===== src/rtl/cs_pkg.sv =====
package cs_pkg;

    // control state: 0 is idle/final, 1 is the working state entered on start
    typedef enum logic {
        ST_IDLE = 1'b0,
        ST_XFER = 1'b1
    } seq_state_e;

    // bytes carried by the next command
    function automatic int unsigned chunk_len(input int unsigned remaining,
                                              input int unsigned port_bytes);
        return (remaining < port_bytes) ? remaining : port_bytes;
    endfunction

endpackage


===== src/rtl/cs_start_detect.sv =====
module cs_start_detect (
    input  logic clk,
    input  logic rst,
    input  logic start,
    output logic rise
);
    logic start_q;

    always_ff @(posedge clk) begin
        if (rst) start_q <= 1'b0;
        else     start_q <= start;
    end

    assign rise = start & ~start_q;
endmodule


===== src/rtl/cs_seq_ctrl.sv =====
module cs_seq_ctrl
    import cs_pkg::*;
#(
    parameter int PORT_BYTES = 16,
    parameter int MAX_BYTES  = 64,
    parameter int ADDR_W     = 32
) (
    input  logic                clk,
    input  logic                rst,
    input  logic                go,
    input  logic                req_write,
    input  logic [ADDR_W-1:0]   req_addr,
    input  logic [$clog2(MAX_BYTES+1)-1:0] req_len,
    input  logic                mem_ready,
    output logic                mem_cmd,
    output logic                mem_write,
    output logic [ADDR_W-1:0]   mem_addr,
    output logic [$clog2(PORT_BYTES+1)-1:0] mem_size,
    output logic [((MAX_BYTES+PORT_BYTES-1)/PORT_BYTES > 1 ? $clog2((MAX_BYTES+PORT_BYTES-1)/PORT_BYTES) : 1)-1:0] chunk_idx,
    output logic                accept,
    output logic                load,
    output logic                done
);
    localparam int LEN_W  = $clog2(MAX_BYTES + 1);
    localparam int SZ_W   = $clog2(PORT_BYTES + 1);
    localparam int NCHUNK = (MAX_BYTES + PORT_BYTES - 1) / PORT_BYTES;
    localparam int IDX_W  = (NCHUNK > 1) ? $clog2(NCHUNK) : 1;

    seq_state_e        state_q;
    logic [ADDR_W-1:0] addr_q;
    logic [LEN_W-1:0]  rem_q;
    logic [IDX_W-1:0]  idx_q;
    logic              wr_q;
    logic              done_q;
    logic [SZ_W-1:0]   size_c;
    logic              last_c;
    logic              idle_c;

    assign idle_c = (state_q == ST_IDLE);
    assign size_c = SZ_W'(chunk_len(32'(rem_q), PORT_BYTES));
    assign last_c = (32'(rem_q) == 32'(size_c));
    assign accept = (state_q == ST_XFER) && mem_ready;
    assign load   = go && idle_c && (req_len != '0);

    always_ff @(posedge clk) begin
        if (rst) begin
            state_q <= ST_IDLE;
            addr_q  <= '0;
            rem_q   <= '0;
            idx_q   <= '0;
            wr_q    <= 1'b0;
            done_q  <= 1'b0;
        end else begin
            done_q <= 1'b0;
            case (state_q)
                ST_IDLE: begin
                    if (go) begin
                        if (req_len == '0) begin
                            done_q <= 1'b1;
                        end else begin
                            state_q <= ST_XFER;
                            addr_q  <= req_addr;
                            rem_q   <= req_len;
                            idx_q   <= '0;
                            wr_q    <= req_write;
                        end
                    end
                end
                ST_XFER: begin
                    if (mem_ready) begin
                        addr_q <= addr_q + ADDR_W'(size_c);
                        rem_q  <= rem_q - LEN_W'(size_c);
                        idx_q  <= idx_q + 1'b1;
                        if (last_c) begin
                            state_q <= ST_IDLE;
                            done_q  <= 1'b1;
                        end
                    end
                end
                default: state_q <= ST_IDLE;
            endcase
        end
    end

    assign mem_cmd   = (state_q == ST_XFER);
    assign mem_write = wr_q & mem_cmd;
    assign mem_addr  = addr_q;
    assign mem_size  = mem_cmd ? size_c : '0;
    assign chunk_idx = idx_q;
    assign done      = done_q;

    // a command not yet taken stays unchanged
    a_r3_cmd_hold: assert property (@(posedge clk) disable iff (rst)
        (mem_cmd && !mem_ready) |=> (mem_cmd && $stable(mem_addr) && $stable(mem_size) && $stable(mem_write)));

    // every presented command moves between one byte and the port width
    a_r4_size_range: assert property (@(posedge clk) disable iff (rst)
        mem_cmd |-> (mem_size != '0 && mem_size <= SZ_W'(PORT_BYTES)));

    // the address steps by the size just accepted
    a_r5_addr_step: assert property (@(posedge clk) disable iff (rst)
        (accept && !last_c) |=> (mem_cmd && mem_addr == $past(mem_addr) + ADDR_W'($past(mem_size))));

    // final acceptance is followed by done with no command
    a_r9_done_after_last: assert property (@(posedge clk) disable iff (rst)
        (accept && last_c) |=> (done && !mem_cmd));

    // done lasts one cycle unless a new zero-length request arrives
    a_r9_done_single: assert property (@(posedge clk) disable iff (rst)
        (done && !go) |=> !done);

    // an empty request finishes at once without touching memory
    a_r10_zero_len: assert property (@(posedge clk) disable iff (rst)
        (go && idle_c && req_len == '0) |=> (done && !mem_cmd));
endmodule


===== src/rtl/cs_data_path.sv =====
module cs_data_path #(
    parameter int PORT_BYTES = 16,
    parameter int MAX_BYTES  = 64
) (
    input  logic                        clk,
    input  logic                        rst,
    input  logic                        load,
    input  logic [8*MAX_BYTES-1:0]      wr_data,
    input  logic                        cmd,
    input  logic                        is_write,
    input  logic                        accept,
    input  logic [((MAX_BYTES+PORT_BYTES-1)/PORT_BYTES > 1 ? $clog2((MAX_BYTES+PORT_BYTES-1)/PORT_BYTES) : 1)-1:0] chunk_idx,
    input  logic [$clog2(PORT_BYTES+1)-1:0] size,
    input  logic [8*PORT_BYTES-1:0]     mem_rdata,
    output logic [8*PORT_BYTES-1:0]     mem_wdata,
    output logic [8*MAX_BYTES-1:0]      rd_data
);
    localparam int SZ_W   = $clog2(PORT_BYTES + 1);
    localparam int NCHUNK = (MAX_BYTES + PORT_BYTES - 1) / PORT_BYTES;
    localparam int IDX_W  = (NCHUNK > 1) ? $clog2(NCHUNK) : 1;
    localparam int STG_N  = NCHUNK * PORT_BYTES;
    localparam int SI_W   = (STG_N > 1) ? $clog2(STG_N) : 1;

    logic [7:0] stage_q [STG_N];
    logic [7:0] rd_q    [MAX_BYTES];

    // staging copy, padded to whole chunks
    for (genvar i = 0; i < STG_N; i++) begin : g_stage
        always_ff @(posedge clk) begin
            if (rst) begin
                stage_q[i] <= 8'h00;
            end else if (load) begin
                if (i < MAX_BYTES) stage_q[i] <= wr_data[(i % MAX_BYTES)*8 +: 8];
                else               stage_q[i] <= 8'h00;
            end
        end
    end

    // write lanes pick from the current chunk
    for (genvar j = 0; j < PORT_BYTES; j++) begin : g_wlane
        always_comb begin
            if (cmd && is_write && (SZ_W'(j) < size))
                mem_wdata[j*8 +: 8] = stage_q[SI_W'(int'(chunk_idx) * PORT_BYTES + j)];
            else
                mem_wdata[j*8 +: 8] = 8'h00;
        end
    end

    // each result byte belongs to one fixed chunk and lane
    for (genvar i = 0; i < MAX_BYTES; i++) begin : g_rbyte
        localparam int CI = i / PORT_BYTES;
        localparam int LN = i % PORT_BYTES;
        always_ff @(posedge clk) begin
            if (rst || load) begin
                rd_q[i] <= 8'h00;
            end else if (accept && !is_write && chunk_idx == IDX_W'(CI) && SZ_W'(LN) < size) begin
                rd_q[i] <= mem_rdata[LN*8 +: 8];
            end
        end
        assign rd_data[i*8 +: 8] = rd_q[i];
    end

    // write beat is held while the command waits
    a_r3_wdata_hold: assert property (@(posedge clk) disable iff (rst)
        (cmd && !accept) |=> $stable(mem_wdata));

    // the result starts empty for each accepted request
    a_r8_clear_on_load: assert property (@(posedge clk) disable iff (rst)
        load |=> (rd_q[0] == 8'h00));
endmodule


===== src/rtl/chunk_seq.sv =====
module chunk_seq #(
    parameter int PORT_BYTES = 16,
    parameter int MAX_BYTES  = 64,
    parameter int ADDR_W     = 32
) (
    input  logic                              clk,
    input  logic                              rst,
    input  logic                              start,
    input  logic                              req_write,
    input  logic [ADDR_W-1:0]                 req_addr,
    input  logic [$clog2(MAX_BYTES+1)-1:0]    req_len,
    input  logic [8*MAX_BYTES-1:0]            wr_data,
    output logic                              done,
    output logic [8*MAX_BYTES-1:0]            rd_data,
    output logic                              mem_cmd,
    output logic                              mem_write,
    output logic [ADDR_W-1:0]                 mem_addr,
    output logic [$clog2(PORT_BYTES+1)-1:0]   mem_size,
    input  logic                              mem_ready,
    input  logic [8*PORT_BYTES-1:0]           mem_rdata,
    output logic [8*PORT_BYTES-1:0]           mem_wdata
);
    localparam int NCHUNK = (MAX_BYTES + PORT_BYTES - 1) / PORT_BYTES;
    localparam int IDX_W  = (NCHUNK > 1) ? $clog2(NCHUNK) : 1;

    logic             go;
    logic             accept;
    logic             load;
    logic [IDX_W-1:0] chunk_idx;

    cs_start_detect u_edge (
        .clk   (clk),
        .rst   (rst),
        .start (start),
        .rise  (go)
    );

    cs_seq_ctrl #(
        .PORT_BYTES (PORT_BYTES),
        .MAX_BYTES  (MAX_BYTES),
        .ADDR_W     (ADDR_W)
    ) u_ctrl (
        .clk       (clk),
        .rst       (rst),
        .go        (go),
        .req_write (req_write),
        .req_addr  (req_addr),
        .req_len   (req_len),
        .mem_ready (mem_ready),
        .mem_cmd   (mem_cmd),
        .mem_write (mem_write),
        .mem_addr  (mem_addr),
        .mem_size  (mem_size),
        .chunk_idx (chunk_idx),
        .accept    (accept),
        .load      (load),
        .done      (done)
    );

    cs_data_path #(
        .PORT_BYTES (PORT_BYTES),
        .MAX_BYTES  (MAX_BYTES)
    ) u_data (
        .clk       (clk),
        .rst       (rst),
        .load      (load),
        .wr_data   (wr_data),
        .cmd       (mem_cmd),
        .is_write  (mem_write),
        .accept    (accept),
        .chunk_idx (chunk_idx),
        .size      (mem_size),
        .mem_rdata (mem_rdata),
        .mem_wdata (mem_wdata),
        .rd_data   (rd_data)
    );
endmodule


===== config.mk =====
export PLATFORM = sky130hd
export DESIGN_NAME = chunk_seq
export DESIGN_NICKNAME = d
export VERILOG_FILES = /design/src/rtl/cs_pkg.sv /design/src/rtl/cs_start_detect.sv /design/src/rtl/cs_seq_ctrl.sv /design/src/rtl/cs_data_path.sv /design/src/rtl/chunk_seq.sv
export SDC_FILE = /design/constraint.sdc
export NUM_CORES = 1
export LEC_CHECK = 0
export CELL_PAD_IN_SITES_DETAIL_PLACEMENT = 0
export CELL_PAD_IN_SITES_GLOBAL_PLACEMENT = 2
export CORE_AREA = 2 2 533 535
export CTS_BUF_LIST = sky130_fd_sc_hd__clkbuf_4
export DETAILED_ROUTE_END_ITERATION = 8
export DIE_AREA = 0 0 535 537
export PLACE_DENSITY_LB_ADDON = 0.1
export SYNTH_ARGS = -nofsm -noshare
export SYNTH_HDL_FRONTEND = slang
export SYNTH_SLANG_ARGS = --single-unit

===== constraint.sdc =====
create_clock -name clk -period 19.35 [get_ports clk]
set_clock_uncertainty 0.15 [all_clocks]
set_input_delay 3.87 -clock clk [delete_from_list [all_inputs] [get_ports clk]]
set_output_delay 3.87 -clock clk [all_outputs]
set_load 0.01 [all_outputs]

# Yosys cells after proc, flatten, opt, wreduce, memory -nomap -nowiden

Memories as Yosys holds them, arrays and structs flattened. A register that Yosys moved wholly into a read port is not among the register bits.
Index checks and enable logic that the tools add are counted.

Word-level logic and storage cells: 649
RAM bits: 1,024
Input bits: 684
Memories kept: 2
Register bits after elaboration: 45

Memory list:

| memory         | depth | width | read ports | clocked after memory_dff | wr ports | RTL line           | text |
|---|---|---|---|---|---|---|---|
| u_data.rd_q    | 64    | 8     | 64         | 0                        | 64       | cs_data_path.sv:25 | `logic [7:0] rd_q [MAX_BYTES];` |
| u_data.stage_q | 64    | 8     | 16         | 1                        | 64       | cs_data_path.sv:24 | `logic [7:0] stage_q [STG_N];` |

Add/sub/neg operators: 18
Reductions and logical operators: 96
Equality and inequality tests: 7
Order comparisons: 17
Mux-type cells: 369
Bitwise logic cells: 133

Operators by type and width:

| kind                                                        | count |
|---|---|
| 2-to-1 mux 8 bit                                            | 144 |
| 2-to-1 mux 1 bit                                            | 207 |
| OR 1 bit                                                    | 128 |
| 2-to-1 mux 32 bit                                           | 3 |
| logical AND 1 bit                                           | 89 |
| case mux 32 bit (2 select lines)                            | 1 |
| adder 6 x 4 -> 6 bit (second input constant)                | 8 |
| less-than comparator 4 x 5 -> 1 bit (first input constant)  | 8 |
| adder 32 x 5 -> 32 bit                                      | 1 |
| adder 6 x 3 -> 6 bit (second input constant)                | 4 |
| 2-to-1 mux 7 bit                                            | 3 |
| less-than comparator 3 x 5 -> 1 bit (first input constant)  | 4 |
| case mux 7 bit (2 select lines)                             | 1 |
| adder 6 x 2 -> 6 bit (second input constant)                | 2 |
| 2-to-1 mux 6 bit                                            | 2 |
| less-than comparator 1 x 5 -> 1 bit (first input constant)  | 2 |
| less-than comparator 2 x 5 -> 1 bit (first input constant)  | 2 |
| 2-to-1 mux 5 bit                                            | 2 |
| equality test 7 x 5 -> 1 bit                                | 1 |
| zero test 7 bit                                             | 1 |
| less-than comparator 7 x 5 -> 1 bit (second input constant) | 1 |
| nonzero test 7 bit                                          | 1 |
| subtractor 7 x 5 -> 7 bit                                   | 1 |
| adder 6 x 1 -> 6 bit (second input constant)                | 1 |
| 14 further kinds                                            | 23 |

# Logic depth before layout (Yosys ltp)

Word-level depth: 9
Mapped depth: 11
Depth with buffers taken out: 10

# Cells and area by module

A second synthesis with hierarchy kept.

Cells, all modules: 3,096
Area, all modules: 45,128.3 um^2

Modules (own cells, without submodules):

| module          | area each (um^2) | instances | cells an instance |
|---|---|---|---|
| cs_data_path    | 42,091.6         | 1         | 2,716 |
| cs_seq_ctrl     | 2,989.1          | 1         | 377 |
| cs_start_detect | 47.5             | 1         | 3 |

# Worst setup path after synthesis

Ideal clock, no wire load.

Path type: input port to flip-flop
Start point: in start
End point: mem u_data.rd_q[0][0], data pin
Setup slack: 7,502 ps
Data arrival time: 11,436 ps
Required time: 18,937 ps
Stages on the path: 7
Path buffers: 1
Library setup time: 263 ps
Cells stage by stage: or3b_1 -> a21oi_1 -> nor2_1 -> clkinv_1 -> buf_2 -> nor3_2 -> and2_1

RTL lines:

| what            | RTL line           | text |
|---|---|---|
| start, declared | chunk_seq.sv:8     | `input logic start,` |
| end, declared   | cs_data_path.sv:25 |  |

# Worst setup path in the final report

Start point: reg u_ctrl.rem_q[4]
End point: out mem_wdata[0]

Word-level cells in the longest chain between the ends: 6

Ends and longest elaborated chain:

| what                                    | RTL line           | text |
|---|---|---|
| start, declared                         | cs_seq_ctrl.sv:31  | `logic [LEN_W-1:0] rem_q;` |
| start signal, assigned                  | cs_seq_ctrl.sv:63  | `rem_q <= req_len;` |
| start signal, assigned                  | cs_seq_ctrl.sv:72  | `rem_q <= rem_q - LEN_W'(size_c);` |
| less-than comparator 7 x 5 -> 1 bit     | cs_pkg.sv:12       | `return (remaining < port_bytes) ? remaining : port_bytes;` |
| 2-to-1 mux 5 bit (*)                    | cs_pkg.sv:12       |  |
| 2-to-1 mux 5 bit (*)                    | cs_seq_ctrl.sv:88  | `assign mem_size = mem_cmd ? size_c : '0;` |
| less-than comparator 1 x 5 -> 1 bit (*) | cs_data_path.sv:42 | `if (cmd && is_write && (SZ_W'(j) < size))` |
| logical AND 1 bit (*)                   | cs_data_path.sv:42 |  |
| 2-to-1 mux 8 bit (*)                    | cs_data_path.sv:42 |  |
| end, declared                           | chunk_seq.sv:21    | `output logic [8*PORT_BYTES-1:0] mem_wdata` |

Mark *: on every way between the ends. The rest lies on a longest branch, timed or not.

==> flow_summary.yaml <==
place:
  place_congestion: 0.791
  dp_hpwl_um: 194000
  placement.cell_area_mm2: 0.0638
  port-buffer-count: 1363
  placedCellCount: 8033
timing:
  worstMarginPinSlew_ns: 1.18
  max_slew_margin_pct: 20.6
  timing_hold_violations_final: 0
  max_clock_freq_mhz: 109
  rsz0062_at_grt: "no"
  timing.hold.ws_ns: 0.336
  final.min_clock_period_ns: 9.20
  fin_setup_tns_ns: 0
  report.final.slew_viol_count: 0
  finalSetupViolations: 0
  layout_worst_path_cycle_share_pct: 47.6
clocking:
  clock_sinks: 1071
  cts_repair_resize_count: 0
  insertion_delay_ns: 1.27
  post-cts-setup-buffers: 0
  cts-buffers-inserted: 348
  ctsHoldBuffers: 0
  clk_pin_slew_ns: 0.07
  cts_tree: "yes"
  clk_root_buffer_cell: "sky130_fd_sc_hd__clkbuf_4"
  cts_htree_levels: 5
  max-clock-path-buffers: 4
power_and_ir_drop:
  p_leak_nw: 25.9
  total_switching_power_w: 0.00160
  power_density_mw_per_mm2: 86.8
  power.sequential.fraction_pct: 47.1
  proportion_of_power_drawn_by_combinational_gates_pct: 12.3
  irDropWorstVdd_v: 0.0000359
  clock_power_share_pct: 40.6
  sw_share_pct: 27.1
  internal_pwr_total_w: 0.00433
grt:
  top_usage_layer: "met2"
  gr-total-overflow: 0
  vias_in_the_first_global_route: 36100
  grt_max_degree: 216
  grt_antenna_before_repair: 154
  grt_usage_pct: 17.0
  first_pass_grt_wire_length_um: 331000
  grtUsageMet1_pct: 17.7
  grt_use_met2_pct: 30.2
  met3_usage_pct: 8.19
worst_setup_path:
  worst-endpoint-required_ns: 15.33
  worst_setup_path_end_kind: "output pin"
  worstSetupStartpointType: "flip-flop"
  arrival_ns: 5.18
  critPathKind: "flip-flop to output pin"
  critical_path.max_fanout: 23
floorplan:
  die_area_mm2: 0.287
  vert_die_dim_um: 537
  placementRows: 195
  floorplan.io_pins: 1364
  floorplan.initialDensity_pct: 16.2
  die-width_um: 535
  floorplan.core_area_mm2: 0.281
routing:
  route.final.wire_length_um: 253000
  drt_drc_violations_left: 0
  detail_route.wl_per_cell_um: 29.2
  routed_via_density: 3.88
  vias: 33700
  first_iter_violations: 1648
  drtAntennaViolNets: 0
  firstDrtPassIters: 8
yosys:
  postSynthCellCount: 3042
  synth.ff_latch_count: 1071
  synth_largest_type_area_fraction_pct: 67.5
  yosysSeqAreaShare_pct: 69.5
  netlist_top_cells_area: "sky130_fd_sc_hd__edfxtp_1 (67%), sky130_fd_sc_hd__and3_1 (7.4%), sky130_fd_sc_hd__and2_1 (7.2%), sky130_fd_sc_hd__mux4_2 (6.3%), sky130_fd_sc_hd__dfxtp_1 (2.1%)"
  synth-edff-count: 1024
  yosys.cell_count.top_type: "sky130_fd_sc_hd__edfxtp_1"
  synth.lib_cells_used.distinct: 75
  synth_async_sr_flop_share_pct: 0
  postSynth.topFlopCell: "sky130_fd_sc_hd__edfxtp_1"
  synth_nets: 3737
  synthesis.area_per_instance_um2: 15.0
  synth_commonest_cells: "sky130_fd_sc_hd__edfxtp_1 (1024), sky130_fd_sc_hd__and3_1 (542), sky130_fd_sc_hd__and2_1 (524)"
  synth_largest_area_cell: "sky130_fd_sc_hd__edfxtp_1"
  synthesis.area_mm2: 0.0456
  yosysWarningCount: 0
finish:
  share_of_cells_above_drive_strength_1_pct: 16.6
  nFillCells: 29800
  final_cell_area_mm2: 0.0683
  final_core_util_pct: 24.3
  layout_net_count: 5335
  synthToLayoutAreaGrowth_pct: 49.9
  layout.cells.non_filler: 8672
hold_path:
  worst_hold_path_type: "flip-flop to flip-flop"
flow_run:
  drv_cap: 0
outcome:
  run_status: "finished, final reports clean"
-- kinds of logic (layout without fill, tap and decap cells) --
family          Yosys count  after routing  synth area share [%]
xor+xnor                  1              1                0.0192
flops                  1071           1071                  69.5
buf+inv                 224           2058                  1.91
fa+ha+maj                11             11                 0.318
compound gates          209            209                  3.02
other cells               1             54               0.00823
simple gates           1392           1392                  18.8
mux                     133            133                  6.44
-- through the flow --
stage	setup slack, ns	power [W]
2_1_floorplan	7.50	0.00308
3_3_place_gp	9.95	0.00360
3_5_place_dp	9.89	0.00360
4_1_cts	9.64	0.00611
5_1_grt	9.80	0.00624
6_report	10.15	0.00593
-- power by group through the flow --
stage | clock network (W) | logic, W | registers, W
after floorplan | 0 | 0.000223 | 0.00286
after global placement | 0 | 0.000759 | 0.00284
after detailed placement | 0 | 0.000757 | 0.00285
after CTS | 0.00255 | 0.000759 | 0.00280
after global routing | 0.00265 | 0.000783 | 0.00281
final | 0.00241 | 0.000731 | 0.00279
-- state kept, by name (all words and copies together) (netlist names), named ones only --
| signal | cells |
|---|---|
| u_ctrl.wr_q | 1 |
| u_ctrl.rem_q | 7 |
| u_ctrl.mem_addr | 32 |
| u_data.rd_q | 512 |
| u_ctrl.done | 1 |
| u_data.stage_q | 512 |
| u_edge.start_q | 1 |
| u_ctrl.mem_cmd | 1 |
| u_ctrl.chunk_idx | 2 |
-- cells in the final DEF (no fill, tap or decap), drive strengths merged, types with 4 or more instances in the layout --
| cell type | instances |
|---|---|
| buf | 84 |
| or2 | 7 |
| clkbuf | 509 |
| nor4 | 6 |
| diode | 53 |
| clkdlybuf4s50 | 1362 |
| nor3 | 39 |
| and4 | 4 |
| nand4 | 12 |
| nand3 | 17 |
| a21oi | 29 |
| a211oi | 22 |
| o21a | 4 |
| o211ai | 9 |
| o221ai | 6 |
| clkinv | 57 |
| clkinvlp | 7 |
| bufinv | 5 |
| nor2 | 75 |
| mux2i | 4 |
| and3 | 542 |
| inv | 34 |
| nand2 | 37 |
| and2 | 524 |
| mux4 | 128 |
| a311oi | 5 |
| nand2b | 4 |
| or4 | 7 |
| dfxtp | 47 |
| a22oi | 8 |
| a21o | 4 |
| ha | 10 |
| nor2b | 110 |
| o21ai | 86 |
| edfxtp | 1024 |
| a31oi | 7 |
-- cell type report --
class	instances	area, um2	share of cell area, %
clock inverters	77	528	0.773
multi-input cells	1747	13000	19.1
diodes	53	133	0.194
flip-flops and latches	1071	31700	46.4
clock buffers	509	3820	5.59
repair buffers	1446	14300	20.9
well taps	3743	4680	6.85
inverters	26	113	0.165
-- layer usage --
layer | part of all wire, % | vias to the layer above
met5 | 0.34 | -
met4 | 2.7 | 132
met3 | 10 | 517
met2 | 50 | 1474
met1 | 36 | 16600
li1 | - | 15000
-- final timing paths --
path / slack, ns / to / startpoint / depth (start not counted)
min: 0.34 / u_ctrl.mem_addr[3] / u_ctrl.mem_addr[3] / 2
min reg2reg: 0.34 / u_ctrl.mem_addr[3] / u_ctrl.mem_addr[3] / 2
max reg2reg: 13.50 / u_data.stage_q[52][7] / u_ctrl.mem_cmd / 9
max: 10.15 / mem_wdata[0] / u_ctrl.rem_q[4] / 6
-- critical path, cell delays in order, from the launching register on --
cell	delay, ns
sky130_fd_sc_hd__dfxtp_1	0.64
sky130_fd_sc_hd__or4_4	0.59
sky130_fd_sc_hd__o21a_2	0.65
sky130_fd_sc_hd__a21oi_4	0.17
sky130_fd_sc_hd__or2b_2	0.61
sky130_fd_sc_hd__nor2b_1	0.55
sky130_fd_sc_hd__clkdlybuf4s50_1	0.64
(Power assumes the default switching activity.)
